$ cat src/rtl/sd_clk_gen.sv
module sd_clk_gen #(
  parameter int FSEL_W       = 8,
  parameter int STABLE_TICKS = 16
) (
  input  logic                clk,
  input  logic                rst_n,
  input  logic                ccr_we,
  input  logic [FSEL_W+7:0]   ccr_wdata,
  input  logic                src_we,
  input  logic [1:0]          src_wdata,
  input  logic                bus_tick,
  input  logic                pll_tick,
  input  logic                ext_tick,
  output logic [FSEL_W+7:0]   ccr_rdata,
  output logic                sd_pin,
  output logic                sd_stb,
  output logic                clk_stable
);
  localparam int CCR_W = FSEL_W + 8;
  localparam int HW    = FSEL_W + 1;
  localparam int SCW   = $clog2(STABLE_TICKS + 1);

  logic [CCR_W-1:2] ccr_hi;
  logic             ien_q;
  logic [1:0]       src_q;
  logic             stab_q;
  logic [SCW-1:0]   scnt;
  logic [HW-1:0]    hlen, hcnt, cur_h;
  logic             pin_q, stb_q, tick, run, wrap;
  logic [FSEL_W-1:0] fsel;

  assign fsel       = ccr_hi[CCR_W-1:8];
  assign clk_stable = stab_q & ien_q;
  assign run        = clk_stable & ccr_hi[2];
  assign cur_h      = (fsel == '0) ? HW'(1) : {fsel, 1'b0};
  assign wrap       = (hcnt == hlen - HW'(1));
  assign ccr_rdata  = {ccr_hi, clk_stable, ien_q};
  assign sd_pin     = pin_q & run;
  assign sd_stb     = stb_q & run;

  always_comb begin
    case (src_q)
      2'b10:   tick = pll_tick;
      2'b11:   tick = ext_tick;
      default: tick = bus_tick;
    endcase
  end

  always_ff @(posedge clk) begin
    if (!rst_n) begin
      ccr_hi <= '0;
      ien_q  <= 1'b0;
      src_q  <= 2'b00;
    end else begin
      if (ccr_we) begin
        ccr_hi <= ccr_wdata[CCR_W-1:2];
        ien_q  <= ccr_wdata[0];
      end
      if (src_we) src_q <= src_wdata;
    end
  end

  always_ff @(posedge clk) begin
    if (!rst_n || !ien_q) begin
      scnt   <= '0;
      stab_q <= 1'b0;
    end else if (tick && !stab_q) begin
      scnt <= scnt + SCW'(1);
      if (scnt == SCW'(STABLE_TICKS - 1)) stab_q <= 1'b1;
    end
  end

  always_ff @(posedge clk) begin
    if (!rst_n) begin
      pin_q <= 1'b0;
      stb_q <= 1'b0;
      hcnt  <= '0;
      hlen  <= HW'(1);
    end else if (!run) begin
      pin_q <= 1'b0;
      stb_q <= 1'b0;
      hcnt  <= '0;
      hlen  <= cur_h;
    end else if (tick) begin
      stb_q <= wrap & ~pin_q;
      if (wrap) begin
        hcnt  <= '0;
        pin_q <= ~pin_q;
        if (!pin_q) hlen <= cur_h;
      end else begin
        hcnt <= hcnt + HW'(1);
      end
    end else begin
      stb_q <= 1'b0;
    end
  end
endmodule


$ cat config.mk
export PLATFORM = sky130hd
export DESIGN_NAME = sd_clk_gen
export DESIGN_NICKNAME = d
export VERILOG_FILES = /design/src/rtl/sd_clk_gen.sv
export SDC_FILE = /design/constraint.sdc
export NUM_CORES = 1
export LEC_CHECK = 0
export ABC_CLOCK_PERIOD_IN_PS = 2300
export BUFFER_PORTS_ARGS = -buffer_cell sky130_fd_sc_hd__buf_2
export CORE_UTILIZATION = 49
export CTS_CLUSTER_DIAMETER = 150
export DETAILED_ROUTE_END_ITERATION = 10
export GPL_TIMING_DRIVEN = 0
export PLACE_DENSITY = 0.78
export SYNTH_ARGS = -nofsm -noshare
export SYNTH_HDL_FRONTEND = slang
export SYNTH_SLANG_ARGS = --single-unit
$ cat constraint.sdc
create_clock -name clk -period 2.3 [get_ports clk]
set_clock_uncertainty 0.2 [all_clocks]
set_input_delay 0.115 -clock clk [delete_from_list [all_inputs] [get_ports clk]]
set_output_delay 0.115 -clock clk [all_outputs]
set_load 0.03 [all_outputs]
==> results of run 1 <==
-- sequential cells by signal, indices dropped and copies added (netlist names) --
signal  flops
hcnt        9
src_q       2
stab_q      1
ccr_hi     14
ien_q       1
pin_q       1
hlen        9
stb_q       1
scnt        5
-- path summary, 6_finish.rpt --
path | to | slack [ps] | cells past startpoint
worst min register to register | hlen[7] | 290 | 2
worst max-delay path | hlen[5] | -40 | 8
worst max register to register | hlen[5] | -40 | 8
worst min-delay path | hlen[4] | 50 | 3
-- Yosys cell counts, drive strengths merged, types with 2 or more instances --
master / count
inv: 4
and2: 5
xnor2: 8
nor2b: 20
o21bai: 2
and3: 2
nor2: 23
clkbuf: 7
xor2: 11
ha: 4
dfxtp: 43
nor4: 4
nand2: 23
buf: 5
mux2i: 29
a21boi: 2
a21oi: 3
nand4: 7
nand2b: 2
o21ai: 2
-- cell type report --
| type | count | area [µm²] | share of cell area (%) |
|---|---|---|---|
| multi-input cells | 168 | 1320 | 45.8 |
| flip-flops and latches | 43 | 876 | 30.4 |
| repair buffers | 66 | 447 | 15.5 |
| clock buffers | 6 | 72.6 | 2.52 |
| well taps | 50 | 62.6 | 2.17 |
| plain buffers | 11 | 57.6 | 2.00 |
| clock inverters | 1 | 30.0 | 1.04 |
| inverters | 4 | 15.0 | 0.522 |
-- critical path: cells and delay by family (launching register included) --
family / cells / cell delay (ps)
flops: 1 / 350
buf+inv: 2 / 300
xor+xnor: 1 / 190
mux: 1 / 160
simple gates: 1 / 380
compound gates: 3 / 680
-- repair_timing --
action | 4_1_cts | 5_1_grt
endpoints found under the hold margin | 17 | 0
hold buffers | 19 | 0
setup buffers | 4 | 2
pin swaps | 5 | 18
gates cloned | 1 | 0
setup endpoints to repair | 19 | 10
resized for setup | 15 | 18
-- cell families (layout without fill, tap and decap cells) --
logic type	count (synthesis)	in the layout	share of synthesized area (%)
buffers and inverters	16	88	3.88
multiplexers	30	30	14.2
AO/OA/AOI/OAI	21	21	7.64
XOR/XNOR	19	19	7.81
AND/OR/NAND/NOR	94	94	23.7
flip-flops	43	43	40.4
adder cells (fa/ha/maj)	4	4	2.35
-- routing by layer --
metal | up-vias | global-route usage [%]
li1 | 917 | -
met1 | 896 | 28.2
met2 | 51 | 41.7
met3 | 10 | 6.67
met4 | 0 | 7.55
met5 | - | 0
-- power breakdown --
group	switching, µW	leakage [µW]	internal [µW]
Sequential	28.1	0.000354	768
Clock	250	0.0000513	318
Combinational	160	0.000768	153
-- stage by stage --
step	TNS, ps	setup slack (ps)	utilization, %
floorplan	0	12.7	-
global placement	-1690	-148	58.5
detailed placement	-2420	-199	58.5
CTS	0	4.24	68.0
global route	-1180	-141	70.4
finish	-134	-35.5	70.4
==> metrics.cfg, run 1 <==
[floorplan]
initial_core_util_pct=52.1
ios=44
die_w_um=67.9
dieHeight_um=67.9
dieArea_um2=4610
rows=23
core_area_um2=4090

[grt]
antenna_found_initial=0
grt.overflow.total=0
grtUsageTotal_pct=24.0
grt_pass1_wl_um=8180
grt_max_degree=13
grt_pass1_vias=1789

[cells_and_area]
areaGrowthSynthToFinish_pct=35.1
antenna_cells=0
stdcell_area_um2=2880
final_common_cell=buf_2
layout_common_cells=buf_2 (40), dfxtp_1 (39), mux2i_1 (29), nand2_1 (23), nor2_1 (23)
drive_gt1_share_pct=27.8
nFillCells=288
fin_cells=349
fin_nets=328

[critical_path]
critPathCaptureType=register
critical_path.max_stage_delay_ps=380
critical_path_class=register to register
cp_slowest_cell=nor4b_2
crit_start=hlen[4]
path_max_fanout=6
worstPathArrival_ps=2350
critPathLaunchType=register
path_cells=buf_4 -> xnor2_1 -> nor4b_2 -> a31oi_2 -> a2111o_1 -> o21a_4 -> buf_6 -> mux2i_1
crit_required_ps=2320
r2r-start=hlen[4]

[synth]
synth_cells=227
postSynthAreaPerCell_um2=9.38
syn_nets=256
synth_edf_count=0
syn_area_um2=2130
dominantRegCellSynth=dfxtp_1
ys_ff_latch=43
yosysTopAreaCell=dfxtp_1
netlist.area_leader.share_pct=40.4
yosysWarnings=0
synth_cell_types=46
ys_seq_area_share_pct=40.4
synthTopCellsByArea=dfxtp_1 (40%), mux2i_1 (14%), nor2b_1 (5.9%)
async_flop_share_pct=0

[timing]
worst_slew_pin_slew_ps=701
max_freq_mhz=428
drv_slew=0
fin_ws_ps=-35.5
min_period_ps=2340
whs_ps=49.7
hold_violations=0
rsz0062_at_grt=yes
relSlewSlack_pct=53.3
period_share_pct=102
setup_viol=8

[detailed_routing]
met2_length_um=2740
highest_layer=met4
drt_wl_total_um=5380
route.met3.wl_um=266
antenna_left=0
wl_per_cell_um=15.4
vias=1874
dr.first_iter.drc_count=67
drt_pre_antenna_iters=4
avgViaCountPerCell=5.37
met1_length_um=2290
remaining_drc_errors=0

[placement]
place_area_um2=2390
dp_cells=317
io_buffer_count=40
place.gp.congestion=0.769
hpwl_um=2960

[job]
cap_violations=0

[worst_hold_path]
min_from=rst_n
worstHoldPathType=primary input to register

[clock_tree]
clk_path_buf_depth=2
cts_buffers=5
cts_sinks=43
cts_tree=yes
cts-htree-levels=2
worstSkewPairLatency_ps=300
clk_pin_slew_ps=80
root_buffer=clkbuf_8

[status]
violations=negative setup slack
run_status=finished with violations

[pwr]
p_leak_uw=0.00117
p_total_uw=1680
power_density_nw_per_um2=583
ir_worst_vdd_v=0.000401

Power figures use the tool's default switching activity.
==> run 2: changes to the inputs <==
CELL_PAD_IN_SITES_DETAIL_PLACEMENT = 1   (was unset)
CELL_PAD_IN_SITES_GLOBAL_PLACEMENT = 2   (was unset)
CORE_ASPECT_RATIO = 0.75   (was unset)
CORE_UTILIZATION = 30   (was 49)
PLACE_DENSITY = 0.79   (was 0.78)
==> metrics.cfg, run 2 (same netlist as run 1, synthesis figures left out) <==
[detailed_routing]
wl_per_cell_um=13.9
avgViaCountPerCell=4.69
vias=1832
remaining_drc_errors=0
drt_pre_antenna_iters=4
dr.first_iter.drc_count=40
antenna_left=0
drt_wl_total_um=5440

[timing]
rsz0062_at_grt=yes
fin_ws_ps=-30.1
worst_slew_pin_slew_ps=742
setup_viol=9
relSlewSlack_pct=50.6
whs_ps=57.8
drv_slew=0
max_freq_mhz=429
tns_ps=-138
period_share_pct=101
hold_violations=0
min_period_ps=2330

[status]
violations=negative setup slack
run_status=finished with violations

[critical_path]
r2r-start=hlen[1]
critPathLaunchType=register
crit_start=hlen[1]
crit_required_ps=2330
critical_path_class=register to register
path_max_fanout=4
worstPathArrival_ps=2360
critPathCaptureType=register

[cells_and_area]
layout_common_cells=dfxtp_1 (40), buf_2 (40), mux2i_1 (29), nand2_1 (23), nor2_1 (23)
fin_nets=336
top_register=ccr_hi
largest_register_ffs=14
drive_gt1_share_pct=28.7
antenna_cells=0
nFillCells=794
fin_util_pct=43.5
reg.largest.list=ccr_hi (14), hcnt (9), hlen (9)
areaGrowthSynthToFinish_pct=39.5
fin_cells=391

[clock_tree]
root_buffer=clkbuf_8
cts_buffers=5
cts_sinks=43
clk_pin_slew_ps=80
cts_tree=yes
clk_path_buf_depth=2
worstSkewPairLatency_ps=290
cts-htree-levels=2

[pwr]
power_density_nw_per_um2=572
ir_worst_vdd_v=0.000248
p_leak_uw=0.00121
p_total_uw=1700

[worst_hold_path]
min_from=rst_n
worstHoldPathType=primary input to register

[placement]
hpwl_um=3620
io_buffer_count=40
dp_cells=351
place.gp.congestion=0.725

[grt]
grt_pass1_vias=1964
antenna_found_initial=0
grtUsageTotal_pct=15.8
grt.overflow.total=0
grt_pass1_wl_um=9130
grt_max_degree=13

[floorplan]
dieHeight_um=75.0
rows=26
core_area_um2=6830
die_w_um=99.3
initial_core_util_pct=31.2
ios=44
dieArea_um2=7440

[job]
cap_violations=0

## run 2: final timing paths
check | depth (start not counted) | slack, ps | end
worst max-delay path | 10 | -30 | pin_q
worst min-delay path | 3 | 60 | hlen[6]
worst max register to register | 10 | -30 | pin_q
worst min register to register | 2 | 290 | hlen[8]
## run 2: through the flow
stage	cell area [µm²]	setup slack [ps]
floorplan	2130	12.7
global placement	2430	-213
detailed placement	2430	-292
CTS	2890	-13.9
global route	2970	-149
finish	2970	-30.1
## run 2: timing repair
action,4_1_cts,5_1_grt
hold buffers,19,0
endpoints found under the hold margin,17,0
pin swaps,6,10
buffers inserted,9,4
endpoints found under the setup margin,20,19
gates cloned,1,0
gates resized for setup,22,7
## run 2: layout make-up
type / count / area (µm²) / area share [%]
multi-input cells: 168 / 1310 / 43.9
flip-flops and latches: 43 / 872 / 29.3
repair buffers: 73 / 503 / 16.9
well taps: 84 / 105 / 3.54
clock buffers: 6 / 72.6 / 2.44
plain buffers: 12 / 68.8 / 2.32
clock inverters: 1 / 30.0 / 1.01
inverters: 4 / 15.0 / 0.505
## run 2: metal layers
metal / track usage (%) / wire length [µm] / up-vias
met5: 0 / 0 / -
met4: 4.41 / 38 / 0
met3: 3.62 / 165 / 4
met2: 27.5 / 2470 / 26
met1: 19.9 / 2760 / 867
li1: - / - / 935
## run 2: report_power, final
group          internal, µW  leakage [µW]  total [µW]  switching (µW)
Clock                   318     0.0000513         571             253
Combinational           170      0.000807         336             166
Sequential              769      0.000353         794            25.6
## run 2: worst max-delay path, stage by stage (launching register included)
cell	delay, ps
dfxtp_4	380
inv_2	50
ha_4	160
buf_4	140
nand2b_1	150
o211ai_1	140
a31oi_2	150
buf_4	160
a211o_4	290
or3_1	330
a21oi_2	120
==> run 3: changes to the inputs <==
RECOVER_POWER = 25   (was unset)
==> metrics.cfg, run 3 (same netlist as run 1, synthesis figures left out) <==
[floorplan]
dieArea_um2=7440
core_area_um2=6830
rows=26
die_w_um=99.3
dieHeight_um=75.0
ios=44
initial_core_util_pct=31.2

[cells_and_area]
stdcell_area_um2=2970
drive_gt1_share_pct=27.0
fin_util_pct=43.4
reg.largest.list=ccr_hi (14), hcnt (9), hlen (9)
top_register=ccr_hi
fin_nets=336
final_common_cell=dfxtp_1
largest_register_ffs=14
layout_common_cells=dfxtp_1 (40), buf_2 (35), mux2i_1 (29), nand2_1 (23), nor2_1 (23)
antenna_cells=0
nFillCells=795
areaGrowthSynthToFinish_pct=39.2

[critical_path]
path_max_fanout=4
reg2regPathDepth=10
critical_path_class=register to register
crit_start=hlen[1]
r2r-start=hlen[1]
critPathCaptureType=register
critPathLaunchType=register
worstPathArrival_ps=2360
crit_required_ps=2330

[grt]
grt_max_degree=13
grt.overflow.total=0
antenna_found_initial=0
grtUsageMet1_pct=19.9
grt_pass1_wl_um=9130
grtUsageTotal_pct=15.8
grt_util_met3_pct=3.62
grt_pass1_vias=1964
globalRoute.busiestLayer=met2
use_met2_pct=27.5

[worst_hold_path]
whs_path_depth=3
worstHoldPathType=primary input to register
min_from=rst_n

[timing]
setup_viol=9
hold_violations=0
relSlewSlack_pct=50.6
worst_slew_pin_slew_ps=742
whs_ps=57.6
fin_ws_ps=-31.8
rsz0062_at_grt=yes
min_period_ps=2330
drv_slew=0
max_freq_mhz=429
period_share_pct=101

[detailed_routing]
vias=1833
avgViaCountPerCell=4.69
dr.first_iter.drc_count=39
remaining_drc_errors=0
antenna_left=0
wl_per_cell_um=13.9
drt_wl_total_um=5430
drt_pre_antenna_iters=4

[pwr]
p_leak_uw=0.00119
power_density_nw_per_um2=573
ir_worst_vdd_v=0.000247

[placement]
dp_worst_setup_slack_ps=-292
place.gp.congestion=0.725
hpwl_um=3620
io_buffer_count=40
place_area_um2=2430

[job]
cap_violations=0

[clock_tree]
clk_pin_slew_ps=80
root_buffer=clkbuf_8
worstSkewPairLatency_ps=290
cts-htree-levels=2
cts_buffers=5
cts_sinks=43
clk_path_buf_depth=2
cts_tree=yes

[status]
run_status=finished with violations
violations=negative setup slack

[run 3: cell types whose count changed in the layout (fill, tap and decap cells not counted)]
cell | previous run | this run
clkbuf_1 | 7 | 12
buf_2 | 40 | 35
[run 3: power breakdown]
group	switching [µW]	leakage, µW	total (µW)	internal [µW]
logic	166	0.000788	334	168
registers	25.7	0.000353	794	769
clock network	252	0.0000513	570	318
[run 3: area by class of cell]
type                    count  area, µm²  share of cell area (%)
plain buffers              12       68.8                    2.32
multi-input cells         168       1310                    44.0
clock inverters             1       30.0                    1.01
inverters                   4       15.0                   0.506
clock buffers               6       72.6                    2.45
repair buffers             73        497                    16.8
flip-flops and latches     43        872                    29.4
well taps                  84        105                    3.54
[run 3: metrics by stage]
| stage | instances | total power (µW) | setup TNS, ps |
|---|---|---|---|
| after global placement | 351 | 1040 | -3290 |
| after CTS | 387 | 1690 | -27.5 |
| final | 391 | 1700 | -141 |
| after floorplan | 227 | 973 | 0 |
| after global routing | 391 | 1780 | -1720 |
| after detailed placement | 351 | 1040 | -4280 |
[run 3: critical path: stages, from the launching register on]
cell and delay, ps:
dfxtp_4 380, inv_2 50, ha_4 160, buf_4 140, nand2b_1 150, o211ai_1 140
a31oi_2 150, buf_4 160, a211o_4 290, or3_1 330, a21oi_2 120
[run 3: routing by layer]
| layer | vias to the layer above | share of wire (%) |
|---|---|---|
| li1 | 935 | - |
| met1 | 868 | 51 |
| met2 | 26 | 46 |
| met3 | 4 | 3.0 |
| met4 | 0 | 0.70 |
| met5 | - | 0 |
[run 3: timing repair]
| item | in CTS | in global routing |
|---|---|---|
| cloned | 1 | 0 |
| buffers inserted | 9 | 4 |
| gates resized for setup | 22 | 7 |
| pin swaps | 6 | 10 |
| setup endpoints to repair | 20 | 19 |
| hold endpoints to repair | 17 | 0 |
| hold buffers | 19 | 0 |
[run 3: worst paths after layout]
check	end	slack [ps]
max	pin_q	-30
max reg2reg	pin_q	-30
min reg2reg	hlen[8]	290
min	hlen[6]	60
